### config.mk
export PLATFORM = sky130hd
export DESIGN_NAME = ram_seg_seq
export DESIGN_NICKNAME = d
export VERILOG_FILES = /design/src/rtl/ram_seg_pkg.sv /design/src/rtl/seg_rst_sync.sv /design/src/rtl/seg_cfg_decode.sv /design/src/rtl/seg_step_timer.sv /design/src/rtl/seg_addr_walker.sv /design/src/rtl/ram_seg_seq.sv
export SDC_FILE = /design/constraint.sdc
export NUM_CORES = 1
export LEC_CHECK = 0
export ABC_CLOCK_PERIOD_IN_PS = 3000
export CORE_AREA = 2 2 135 137
export DETAILED_ROUTE_END_ITERATION = 6
export DIE_AREA = 0 0 137 139
export DONT_BUFFER_PORTS = 1
export GPL_ROUTABILITY_DRIVEN = 0
export PLACE_DENSITY = 0.4
export SLEW_MARGIN = 20
export SYNTH_ARGS = -nofsm -noshare
export SYNTH_HDL_FRONTEND = slang
export SYNTH_SLANG_ARGS = --single-unit
### constraint.sdc
create_clock -name clk -period 3 [get_ports clk]
set_clock_uncertainty 0.15 [all_clocks]
set_input_delay 0.45 -clock clk [delete_from_list [all_inputs] [get_ports clk]]
set_output_delay 0.45 -clock clk [all_outputs]
set_load 0.05 [all_outputs]
### src/rtl/ram_seg_pkg.sv
package ram_seg_pkg;

  localparam int ADDR_W   = 10;
  localparam int INTV_W   = 16;
  localparam int MODE_W   = 3;
  localparam int CFG_W    = 48;
  localparam int INTV_LSB = 32;
  localparam int FIN_LSB  = 22;
  localparam int BEG_LSB  = 6;
  localparam int MODE_LSB = 0;

  typedef enum logic [MODE_W-1:0] {
    MODE_DIRECT   = 3'b000,
    MODE_UP       = 3'b001,
    MODE_BOUNCE   = 3'b010,
    MODE_PINGPONG = 3'b011,
    MODE_WRAP     = 3'b100
  } walk_mode_e;

  typedef struct packed {
    logic [INTV_W-1:0] intv;
    logic [ADDR_W-1:0] fin;
    logic [ADDR_W-1:0] beg;
    walk_mode_e        mode;
  } seg_cfg_t;

endpackage

### src/rtl/seg_rst_sync.sv
module seg_rst_sync #(
  parameter int STAGES = 2
) (
  input  logic clk,
  input  logic rst_n,
  output logic rst_n_o
);

  logic [STAGES-1:0] sync_q;

  always_ff @(posedge clk or negedge rst_n) begin
    if (!rst_n) sync_q <= '0;
    else        sync_q <= {sync_q[STAGES-2:0], 1'b1};
  end

  assign rst_n_o = sync_q[STAGES-1];

endmodule

### src/rtl/seg_cfg_decode.sv
module seg_cfg_decode
  import ram_seg_pkg::*;
(
  input  logic [CFG_W-1:0] word_i,
  output seg_cfg_t         cfg_o
);

  logic [MODE_W-1:0] mode_raw;
  logic              unused_bits;

  assign mode_raw    = word_i[MODE_LSB +: MODE_W];
  assign unused_bits = ^{word_i[FIN_LSB-1:BEG_LSB+ADDR_W], word_i[BEG_LSB-1:MODE_LSB+MODE_W]};

  always_comb begin
    cfg_o.intv = word_i[INTV_LSB +: INTV_W];
    cfg_o.fin  = word_i[FIN_LSB  +: ADDR_W];
    cfg_o.beg  = word_i[BEG_LSB  +: ADDR_W];
    case (mode_raw)
      3'b001:  cfg_o.mode = MODE_UP;
      3'b010:  cfg_o.mode = MODE_BOUNCE;
      3'b011:  cfg_o.mode = MODE_PINGPONG;
      3'b100:  cfg_o.mode = MODE_WRAP;
      default: cfg_o.mode = MODE_DIRECT;
    endcase
  end

endmodule

### src/rtl/seg_step_timer.sv
module seg_step_timer #(
  parameter int INTV_W = 16
) (
  input  logic              clk,
  input  logic              rst_n,
  input  logic              clr_i,
  input  logic              run_i,
  input  logic [INTV_W-1:0] intv_i,
  output logic              tick_o
);

  logic [INTV_W-1:0] cnt_q, cnt_d, lim;

  assign lim    = (intv_i == '0) ? '0 : intv_i - 1'b1;
  assign tick_o = run_i && (cnt_q == lim);

  always_comb begin
    cnt_d = cnt_q;
    if (clr_i)      cnt_d = '0;
    else if (run_i) cnt_d = tick_o ? '0 : cnt_q + 1'b1;
  end

  always_ff @(posedge clk or negedge rst_n) begin
    if (!rst_n) cnt_q <= '0;
    else        cnt_q <= cnt_d;
  end


  cnt_range_chk: assert property (@(posedge clk) disable iff (!rst_n)
    run_i |-> (cnt_q <= lim));

endmodule

### src/rtl/seg_addr_walker.sv
module seg_addr_walker
  import ram_seg_pkg::*;
(
  input  logic              clk,
  input  logic              rst_n,
  input  logic              en_i,
  input  logic              start_i,
  input  seg_cfg_t          cfg_i,
  input  logic              tick_i,
  output logic              load_o,
  output logic              active_o,
  output logic [INTV_W-1:0] intv_o,
  output logic [ADDR_W-1:0] addr_o,
  output logic              vld_o,
  output logic              done_o
);

  seg_cfg_t          cfg_q, cfg_d;
  logic [ADDR_W-1:0] addr_q, addr_d, addr_inc, addr_dec;
  logic              dir_q, dir_d;
  logic              done_q, done_d;
  logic              vld_q, vld_d;
  logic              run_q, run_d;
  logic              walk_mode, seg_ok, load, active;

  assign load      = en_i && start_i;
  assign walk_mode = (cfg_q.mode == MODE_UP) || (cfg_q.mode == MODE_BOUNCE) ||
                     (cfg_q.mode == MODE_PINGPONG) || (cfg_q.mode == MODE_WRAP);
  assign seg_ok    = cfg_q.beg <= cfg_q.fin;
  assign active    = en_i && run_q && walk_mode && seg_ok && !done_q && !load;
  assign addr_inc  = addr_q + 1'b1;
  assign addr_dec  = addr_q - 1'b1;

  always_comb begin
    cfg_d  = cfg_q;
    addr_d = addr_q;
    dir_d  = dir_q;
    done_d = done_q;
    run_d  = run_q;
    vld_d  = 1'b0;
    if (load) begin
      cfg_d  = cfg_i;
      addr_d = cfg_i.beg;
      dir_d  = 1'b0;
      done_d = ((cfg_i.mode == MODE_UP) || (cfg_i.mode == MODE_BOUNCE)) &&
               (cfg_i.beg == cfg_i.fin);
      run_d  = 1'b1;
      vld_d  = 1'b1;
    end else if (active && tick_i) begin
      vld_d = 1'b1;
      case (cfg_q.mode)
        MODE_UP: begin
          addr_d = addr_inc;
          if (addr_inc == cfg_q.fin) done_d = 1'b1;
        end
        MODE_BOUNCE: begin
          if (!dir_q) begin
            addr_d = addr_inc;
            if (addr_inc == cfg_q.fin) dir_d = 1'b1;
          end else begin
            addr_d = addr_dec;
            if (addr_dec == cfg_q.beg) done_d = 1'b1;
          end
        end
        MODE_PINGPONG: begin
          if (cfg_q.beg == cfg_q.fin) begin
            addr_d = addr_q;
          end else if (!dir_q) begin
            addr_d = addr_inc;
            if (addr_inc == cfg_q.fin) dir_d = 1'b1;
          end else begin
            addr_d = addr_dec;
            if (addr_dec == cfg_q.beg) dir_d = 1'b0;
          end
        end
        MODE_WRAP: begin
          addr_d = (addr_q == cfg_q.fin) ? cfg_q.beg : addr_inc;
        end
        default: addr_d = addr_q;
      endcase
    end
  end

  always_ff @(posedge clk or negedge rst_n) begin
    if (!rst_n) begin
      cfg_q  <= '0;
      addr_q <= '0;
      dir_q  <= 1'b0;
      done_q <= 1'b0;
      vld_q  <= 1'b0;
      run_q  <= 1'b0;
    end else begin
      cfg_q  <= cfg_d;
      addr_q <= addr_d;
      dir_q  <= dir_d;
      done_q <= done_d;
      vld_q  <= vld_d;
      run_q  <= run_d;
    end
  end

  assign load_o   = load;
  assign active_o = active;
  assign intv_o   = cfg_q.intv;
  assign addr_o   = addr_q;
  assign vld_o    = vld_q;
  assign done_o   = done_q;


  frozen_addr_chk: assert property (@(posedge clk) disable iff (!rst_n)
    !en_i |=> ($stable(addr_q) && !vld_q));


  done_hold_chk: assert property (@(posedge clk) disable iff (!rst_n)
    (done_q && !load) |=> ($stable(addr_q) && done_q));


  static_hold_chk: assert property (@(posedge clk) disable iff (!rst_n)
    (run_q && !walk_mode && !load) |=> $stable(addr_q));


  in_range_chk: assert property (@(posedge clk) disable iff (!rst_n)
    (run_q && seg_ok) |-> ((addr_q >= cfg_q.beg) && (addr_q <= cfg_q.fin)));


  wrap_back_chk: assert property (@(posedge clk) disable iff (!rst_n)
    (active && tick_i && (cfg_q.mode == MODE_WRAP) && (addr_q == cfg_q.fin))
      |=> (addr_q == cfg_q.beg));

endmodule

### src/rtl/ram_seg_seq.sv
module ram_seg_seq
  import ram_seg_pkg::*;
(
  input  logic              clk,
  input  logic              rst_n,
  input  logic              en_i,
  input  logic              start_i,
  input  logic [CFG_W-1:0]  cfg_i,
  output logic [ADDR_W-1:0] addr_o,
  output logic              addr_vld_o,
  output logic              done_o
);

  logic              srst_n;
  seg_cfg_t          dec_cfg;
  logic              tick, load, active;
  logic [INTV_W-1:0] intv;

  seg_rst_sync #(.STAGES(2)) u_rst_sync (
    .clk     (clk),
    .rst_n   (rst_n),
    .rst_n_o (srst_n)
  );

  seg_cfg_decode u_decode (
    .word_i (cfg_i),
    .cfg_o  (dec_cfg)
  );

  seg_step_timer #(.INTV_W(INTV_W)) u_timer (
    .clk    (clk),
    .rst_n  (srst_n),
    .clr_i  (load),
    .run_i  (active),
    .intv_i (intv),
    .tick_o (tick)
  );

  seg_addr_walker u_walker (
    .clk      (clk),
    .rst_n    (srst_n),
    .en_i     (en_i),
    .start_i  (start_i),
    .cfg_i    (dec_cfg),
    .tick_i   (tick),
    .load_o   (load),
    .active_o (active),
    .intv_o   (intv),
    .addr_o   (addr_o),
    .vld_o    (addr_vld_o),
    .done_o   (done_o)
  );

endmodule

======== Yosys cells after proc, flatten, opt, wreduce, memory -nomap -nowiden ========
Cells that the tools add are included.
storage, ports and cells
  bits in registers ....................... 71
  output and inout port bits .............. 12
  input bits .............................. 52
cells by class
  reductions and logical operators ........ 24
  order comparisons ....................... 1
  add/subtract/negate cells ............... 4
  mux-type cells .......................... 27
  equality and inequality tests ........... 20
operators with widths
  cell                                                                   number
  16-bit 2-to-1 mux                                                      4
  10-bit == test                                                         5
  10-bit 2-to-1 mux                                                      5
  10-bit one-hot mux with 4 select lines                                 1
  16-bit by 1-bit adder with 16-bit output (second input constant)       1
  16-bit == test                                                         1
  16-bit zero test                                                       1
  16-bit by 1-bit subtractor with 16-bit output (second input constant)  1
  3-bit by 2-bit == test with 1-bit output (second input constant)       5
  1-bit 2-to-1 mux                                                       14
  3-bit one-hot mux with 4 select lines                                  1
  10-bit by 1-bit adder with 10-bit output (second input constant)       1
  10-bit <= comparator                                                   1
  10-bit by 1-bit subtractor with 10-bit output (second input constant)  1
  3-bit by 1-bit == test with 1-bit output (second input constant)       3
  1-bit logical AND                                                      9
  3-bit by 2-bit != test with 1-bit output (second input constant)       3
  3-bit == test (second input constant)                                  2
  3-bit AND reduction                                                    2
  3-bit nonzero test                                                     2
  5-bit AND reduction                                                    1
  5-bit nonzero test                                                     1
  1-bit logical OR                                                       4
  1-bit one-hot mux with 2 select lines                                  2
  3 further kinds                                                        5

======== Logic depth before layout (Yosys ltp) ========
Gate-level depths: netlist (run 1).
  depth after elaboration ................. 12
  depth in mapped cells ................... 14
  depth with buffers taken out ............ 10

======== By module ========
A second synthesis (run 1) with hierarchy kept.
second synthesis, totals
  cell total of the unflattened synthesis .. 759
  area, all modules ....................... 6,022.0 um2
by module, submodules not included
  module           cells an instance  times used  area an instance (um2)
  seg_addr_walker  485                1           3,807.4
  seg_step_timer   232                1           1,860.5
  seg_cfg_decode   39                 1           300.3
  seg_rst_sync     3                  1           53.8

======== Worst setup path after synthesis (run 1) ========
Ideal clock, no wire load.
  path type ............................... reg2reg
  start ................................... reg u_walker.cfg_q, in the netlist u_walker.intv_o[0]
  end ..................................... reg u_walker.addr_q[0], in the netlist u_walker.addr_o[0]
  library setup time ...................... 0.080 ns
  path buffers ............................ 3
  cell stages (with the launch flop) ...... 14
  path slack .............................. -0.779 ns
  arrival ................................. 3.548 ns
  required time ........................... 2.770 ns
  cell sequence ........................... dfrtp_1 clkbuf_1 inv_1 ha_1 or3b_2 clkbuf_1 nor3_2 a311o_1 nand3_1 a2111o_1 or4_1 buf_2 or4_4 o211ai_2
on the way
  longest elaborated chain between the ends .. 7
ends and longest elaborated chain
  what                                                                               RTL line               text
  from (decl)                                                                        seg_addr_walker.sv:18  seg_cfg_t cfg_q, cfg_d;
  from (signal assigned)                                                             seg_addr_walker.sv:93  cfg_q <= cfg_d;
  16-bit by 1-bit subtractor with 16-bit output or 16-bit zero test (tied branches)  seg_step_timer.sv:14   assign lim = (intv_i == '0) ? '0 : intv_i - 1'b1;
  16-bit 2-to-1 mux (*)                                                              seg_step_timer.sv:14
  16-bit == test (*)                                                                 seg_step_timer.sv:15   assign tick_o = run_i && (cnt_q == lim);
  1-bit logical AND (*)                                                              seg_step_timer.sv:15
  1-bit logical AND (*)                                                              seg_addr_walker.sv:49  end else if (active && tick_i) begin
  2-bit nonzero test (no line) (*)                                                   -
  3-bit AND reduction (no line) (*)                                                  -
  to (signal assigned)                                                               seg_addr_walker.sv:94  addr_q <= addr_d;
  to (decl)                                                                          seg_addr_walker.sv:19  logic [ADDR_W-1:0] addr_q, addr_d, addr_inc, addr_dec;
Mark *: on every way between the ends. The rest lies on a longest branch, timed or not.
A chain may end at the register's enable or synchronous reset.

======== Worst setup path after layout (run 1) ========
  start ................................... reg u_walker.cfg_q, in the netlist u_walker.intv_o[3]
  end ..................................... reg u_walker.addr_q[0], in the netlist u_walker.addr_o[0]
The elaborated chain is that of the path after synthesis.

==> impl_metrics.json, run 1 <==
{
  "port_buffers": 0,
  "fp-row-count": 49,
  "cts_tree": "built",
  "synthCells": 637,
  "cts_sinks": 71,
  "max_cap_violations": 0,
  "period_share_pct": 115.4,
  "p_int_mw": 2.700,
  "p_sw_share_pct": 38.89,
  "ys_seq_area_share_pct": 34.32,
  "tightest_slew_ns": 0.5143,
  "crit_required_ns": 3.07,
  "crit_path_end": "u_walker.addr_o[0]",
  "syn_area_per_cell_sq_um": 8.126,
  "violations": "setup timing",
  "die_h_um": 139,
  "critPathMaxStageDelay_ns": 0.56,
  "first_pass_iters": 5,
  "rr_worst_depth": 11,
  "synthesis.area_sq_um": 5176,
  "cp.depth": 11,
  "cts-root-buf": "clkbuf_16",
  "power.switching_mw": 1.719,
  "num_antenna_cells": 0,
  "slowest_stage": "or4_4",
  "io_pins": 64,
  "design.core.area_sq_um": 17660,
  "layoutNonFillerInstCount": 986,
  "power.density_nw_per_um2": 631.9,
  "nFillCells": 1813,
  "regArea_sq_um": 1779,
  "outcome": "complete, but fails checks",
  "area_growth_syn_to_layout_pct": 35.10,
  "path_max_fanout": 5,
  "crit_family": "simple AND/OR/NAND/NOR gates",
  "syn-num-nets": 703,
  "dp_hpwl_um": 13350,
  "peakVddDrop_mv": 0.3173,
  "arrival_ns": 3.53,
  "synthArstFlopShare_pct": 100.0,
  "timing.rr.end": "u_walker.addr_o[0]",
  "crit_chain": "buf_6, or4_4, nor4_4, o21ai_1, a32o_1, a2111o_1, or4_4, buf_6, o21ai_4, buf_4, o211ai_2",
  "critPathBufInv": 3,
  "sequentialPowerShare_pct": 27.7,
  "cts_htree_levels": 3,
  "crit_type": "register to register",
  "fin_crit_ns": 3.461,
  "rsz0062_at_grt": "true",
  "nNetsFinal": 818,
  "setup_viol": 29,
  "drt_wl_total_um": 17470,
  "yosys_most_used_dff": "dfrtp_1",
  "track_usage_pct": 19.50,
  "relSlewSlack_pct": 65.40,
  "overflow": 0,
  "drive_gt1_share_pct": 28.01,
  "dpl_cell_area_sq_um": 6385,
  "synth_top_cell_area_share_pct": 34.32,
  "synthDistinctLibCells": 62,
  "drc_errors": 0,
  "finalInstanceArea_sq_um": 6993,
  "synth.area.top_cells": "dfrtp_1, nand2_1, xnor2_1",
  "grt_start_max_net_pins": 70,
  "clk_path_buf_depth": 2,
  "drt_iter0_markers": 258,
  "regToRegStartpoint": "u_walker.intv_o[3]",
  "finalHoldViolCount": 0,
  "clkTransAtPathRegs_ns": 0.06,
  "synth_edf_count": 0,
  "cts_buffers": 9,
  "wl_per_cell_um": 17.72,
  "power_leakage_nw": 3.037,
  "fp.dieW_um": 137,
  "layout_setup_ws_ns": -0.4607,
  "rrSetupSlack_ns": -0.46,
  "dieArea_sq_um": 19040,
  "power_mw": 4.419,
  "multi_input_area_sq_um": 3349,
  "placed_cells": 961,
  "slew_viol_final": 0,
  "antenna_left": 0,
  "fmax_mhz": 289.0,
  "synth-seq-cells": 71,
  "startpoint": "u_walker.intv_o[3]",
  "power.share.clock_pct": 26.6,
  "yosysWarningCount": 0,
  "vias": 5008,
  "initial_core_util_pct": 29.32,
  "start_kind": "register",
  "grt_antenna_before_repair": 0,
  "grt_first_pass_wirelength_um": 28490,
  "endpoint_kind": "register",
  "fin_util_pct": 39.60,
  "combinationalPowerShare_pct": 45.7,
  "first_global_vias": 5291,
  "insertion_delay_ns": 0.35,
  "avgViaCountPerCell": 5.079,
  "synth_top_cell_by_area": "dfrtp_1",
  "min_path_type": "input pin to register"
}
-- power groups by stage --
| stage | combinational (mW) | sequential [mW] | clock [mW] |
|---|---|---|---|
| global placement | 1.93 | 1.24 | 0 |
| detailed placement | 1.94 | 1.24 | 0 |
| finish | 2.02 | 1.23 | 1.17 |
| CTS | 1.99 | 1.23 | 1.20 |
| global route | 2.19 | 1.25 | 1.25 |
| floorplan | 1.02 | 1.43 | 0 |
-- worst min-delay path by stage --
stage	from	to	slack, ns	depth (start not counted)
2_1_floorplan	rst_n	u_rst_sync.sync_q[0]	0.004	0
6_report	cfg_i[0]	u_walker.cfg_q[2]	0.03	1
5_1_grt	cfg_i[0]	u_walker.cfg_q[2]	0.02	1
3_3_place_gp	rst_n	u_rst_sync.sync_q[1]	0.004	0
3_5_place_dp	rst_n	u_rst_sync.sync_q[1]	0.004	0
4_1_cts	cfg_i[0]	u_walker.cfg_q[2]	0.02	1
-- sequential cells by signal (all words and copies together) (netlist names) --
register,flops
u_walker.intv_o,16
u_rst_sync.sync_q,2
u_walker.addr_o,10
u_walker.done_o,1
u_walker.dir_q,1
u_timer.cnt_q,16
u_walker.cfg_q,23
u_walker.run_q,1
u_walker.vld_o,1
-- metrics by stage --
stage / hold WS [ns] / TNS [ns] / setup slack, ns
2_1_floorplan: 0.004409 / -10.55 / -0.5201
3_3_place_gp: 0.004456 / -13.89 / -0.5341
3_5_place_dp: 0.004453 / -15.08 / -0.6125
4_1_cts: 0.02259 / -12.43 / -0.4711
5_1_grt: 0.02160 / -14.86 / -0.5523
6_report: 0.03335 / -12.44 / -0.4607
-- cell families (layout without fill, tap and decap cells) --
logic type | Yosys count | after routing | share of synthesized area (%)
fa+ha+maj | 14 | 14 | 3.384
buf+inv | 67 | 187 | 5.366
simple gates | 287 | 287 | 26.59
mux | 13 | 13 | 2.732
xor+xnor | 77 | 77 | 13.56
compound gates | 107 | 107 | 13.97
other cells | 1 | 1 | 0.07245
flops | 71 | 71 | 34.32
-- per-layer routing --
layer / part of all wire (%) / GRT usage (%) / up-vias
met1: 40 / 22.60 / 2435
met5: 0 / 0 / -
li1: - / - / 2444
met3: 3.1 / 4.057 / 40
met4: 4.4 / 10.04 / 0
met2: 52 / 33.49 / 89
-- cell usage after synthesis, types with 3 or more instances --
library cell	instances
a211oi_1	5
a21oi_1	15
a221o_1	5
a22oi_1	4
a31oi_1	10
and2_1	3
and3_1	4
buf_2	6
clkbuf_1	29
dfrtp_1	71
ha_1	14
inv_1	27
mux2_2	9
mux2i_1	4
nand2_1	122
nand2b_1	7
nand3_1	16
nand4_1	9
nor2_1	56
nor2b_1	4
nor3_1	20
nor4_1	15
nor4b_1	3
o211ai_1	3
o21ai_0	34
o221ai_1	5
or3_1	5
or3b_2	5
or4_1	9
xnor2_1	39
xor2_1	36
-- area by class of cell --
cell class                      count  share of cell area, %
Tap cell                          229                  4.097
Sequential cell                    71                  25.44
Clock buffer                       10                  3.274
Clock inverter                      6                  1.217
Inverter                           27                  1.521
Multi-Input combinational cell    499                  47.90
Timing Repair Buffer              144                  16.55
-- cells in the final DEF (no fill, tap or decap), drive strengths merged, types with 5 or more instances in the layout --
cell type,count
a21oi,15
xnor2,39
nand2,122
nor3,21
dfrtp,71
or3,5
nand4,9
nor2,56
a211oi,5
mux2,9
nand2b,7
or3b,5
or4,11
nor4,17
a221o,5
clkbuf,11
buf,142
a31oi,10
o21ai,36
inv,27
xor2,36
o221ai,5
nand3,16
ha,14
-- what timing repair did --
| item | CTS | global route |
|---|---|---|
| endpoints found under the hold margin | 2 | 0 |
| setup buffers | 0 | 7 |
| endpoints found under the setup margin | 29 | 29 |
| hold buffers | 1 | 0 |
| resized for setup | 21 | 24 |
| cloned | 1 | 0 |
| pin swaps | 7 | 13 |
(Power assumes the default switching activity.)
==> run 2, diff against run 1 <==
Settings changed: CELL_PAD_IN_SITES_DETAIL_PLACEMENT from default to 1, CELL_PAD_IN_SITES_GLOBAL_PLACEMENT from default to 2, PLACE_DENSITY 0.4 to 0.61.
==> run 2 against run 1 <==
- the run still ends with setup timing left
- critical path depth shrank 1
- non-clock buffer count fell by 2
- routed wire length grew 9.2%
- utilization fell by 0.50 points
- via count rose by 0.34%
- cell area down 1.3%
- worst setup slack improved by 0.099 ns
- power is 0.87% higher
- register-to-register slack better by 0.099 ns
- combinational power barely moved
- global-route usage grew 1.3 points
- sequential share of layout area rose by 0.33 points
- largest cell class unchanged
==> impl_metrics.json, run 2 (synthesis gave the netlist of run 1 again) <==
{
  "nFillCells": 2121,
  "clkTransAtPathRegs_ns": 0.06,
  "antenna_left": 0,
  "layout_setup_ws_ns": -0.3620,
  "outcome": "complete, but fails checks",
  "rsz0062_at_grt": "true",
  "io_pins": 64,
  "power_leakage_nw": 3.009,
  "overflow": 0,
  "grt-busiest-layer": "met2",
  "dp_hpwl_um": 14890,
  "critPathMaxStageDelay_ns": 0.60,
  "track_usage_pct": 20.83,
  "clk_path_buf_depth": 2,
  "arrival_ns": 3.49,
  "power.density_nw_per_um2": 645.7,
  "first_pass_iters": 4,
  "num_antenna_cells": 0,
  "tightest_slew_ns": 0.6542,
  "fmax_mhz": 297.4,
  "dieArea_sq_um": 19040,
  "insertion_delay_ns": 0.35,
  "crit_required_ns": 3.13,
  "use_met2_pct": 38.18,
  "finalInstanceArea_sq_um": 6904,
  "final_common_cell": "buf_4",
  "slowest_stage": "or4_4",
  "use_met3_pct": 4.203,
  "period_share_pct": 112.1,
  "fp.dieW_um": 137,
  "design.core.area_sq_um": 17660,
  "port_buffers": 0,
  "setup_viol": 29,
  "area_growth_syn_to_layout_pct": 33.38,
  "die_h_um": 139,
  "wl_per_cell_um": 19.39,
  "drive_gt1_share_pct": 27.42,
  "relSlewSlack_pct": 56.38,
  "crit_chain": "buf_6, or4_4, nor4_4, buf_4, nor2_2, o211a_1, a221o_1, or4_4, or4_4, o211ai_2",
  "cts-root-buf": "clkbuf_16",
  "start_kind": "register",
  "cpMostUsedCell": "or4_4",
  "cts_sinks": 71,
  "cts_buffers": 9,
  "vias": 5025,
  "violations": "setup timing",
  "fp-row-count": 49,
  "first_global_vias": 5410,
  "cts_htree_levels": 3,
  "peakVddDrop_mv": 0.4019,
  "dpl_cell_area_sq_um": 6365,
  "slew_viol_final": 0,
  "cts_tree": "built",
  "drc_errors": 0,
  "met1_usage_pct": 23.59,
  "nNetsFinal": 816,
  "initial_core_util_pct": 29.32,
  "finalHoldViolCount": 0,
  "fin_crit_ns": 3.362,
  "path_max_fanout": 5,
  "layout_common_cells": "buf_4, nand2_1, dfrtp_1, nor2_1, xnor2_1",
  "worst_hold_slack_ns": 0.04158,
  "avgViaCountPerCell": 5.107,
  "largest_reg_flops": 23,
  "top_register": "u_walker.cfg_q",
  "drt_wl_total_um": 19080,
  "max_cap_violations": 0,
  "drt_iter0_markers": 255,
  "grt_antenna_before_repair": 0,
  "grt_first_pass_wirelength_um": 30100,
  "min_path_type": "input pin to register",
  "grt_start_max_net_pins": 42,
  "endpoint_kind": "register",
  "crit_type": "register to register"
}
run 2: final timing paths:
check | end | slack (ns) | depth (start not counted) | from
min in group asynchronous | u_walker.intv_o[11] | 0.15 | 0 | u_rst_sync.sync_q[1]
max in group asynchronous | u_walker.intv_o[1] | 1.73 | 1 | u_rst_sync.sync_q[1]
max | u_walker.addr_o[0] | -0.36 | 10 | u_walker.intv_o[0]
max reg2reg | u_walker.addr_o[0] | -0.36 | 10 | u_walker.intv_o[0]
min reg2reg | u_walker.intv_o[11] | 0.15 | 0 | u_rst_sync.sync_q[1]
min | u_walker.cfg_q[2] | 0.04 | 1 | cfg_i[0]
run 2: worst max-delay path: cells and delay by family (launching register included):
kind / cells / cell delay, ns
AND/OR/NAND/NOR: 5 / 1.86
flip-flops: 1 / 0.40
AO/OA/AOI/OAI: 3 / 0.59
buffers and inverters: 2 / 0.29
run 2: cell type report:
cell class	instances	area, sq um	area share (%)
Inverter	27	103.9	1.504
Sequential cell	71	1779	25.77
Multi-Input combinational cell	499	3298	47.77
Tap cell	229	286.5	4.150
Clock buffer	11	242.7	3.516
Clock inverter	5	81.33	1.178
Timing Repair Buffer	142	1112	16.11
run 2: per-layer routing:
layer / vias up / part of all wire [%]
met5: - / 0
met4: 0 / 2.6
met3: 32 / 2.9
met2: 65 / 53
met1: 2487 / 41
li1: 2441 / -
run 2: through the flow:
stage          power (mW)  utilization [%]  setup WS (ns)  instances  TNS (ns)
5_1_grt             4.735            39.10        -0.4416        984    -11.59
3_3_place_gp        3.151            36.05        -0.6161        960    -14.84
6_report            4.458            39.10        -0.3620        984    -8.256
4_1_cts             4.502            38.94        -0.3271        983    -7.722
2_1_floorplan       2.450                -        -0.5201        637    -10.55
3_5_place_dp        3.196            36.05        -0.6224        960    -14.82
run 2: where the power goes:
part           internal, mW  total [mW]  switching, mW
clock                 0.752        1.22          0.465
sequential             1.09        1.24          0.149
combinational         0.864        2.00           1.14
total                  2.70        4.46           1.75
run 2: repair_timing:
| action | CTS | global route |
|---|---|---|
| setup buffers | 6 | 1 |
| hold endpoints to repair | 2 | 0 |
| pin swaps | 10 | 3 |
| gates resized for setup | 29 | 7 |
| hold buffers | 1 | 0 |
| endpoints found under the setup margin | 29 | 29 |
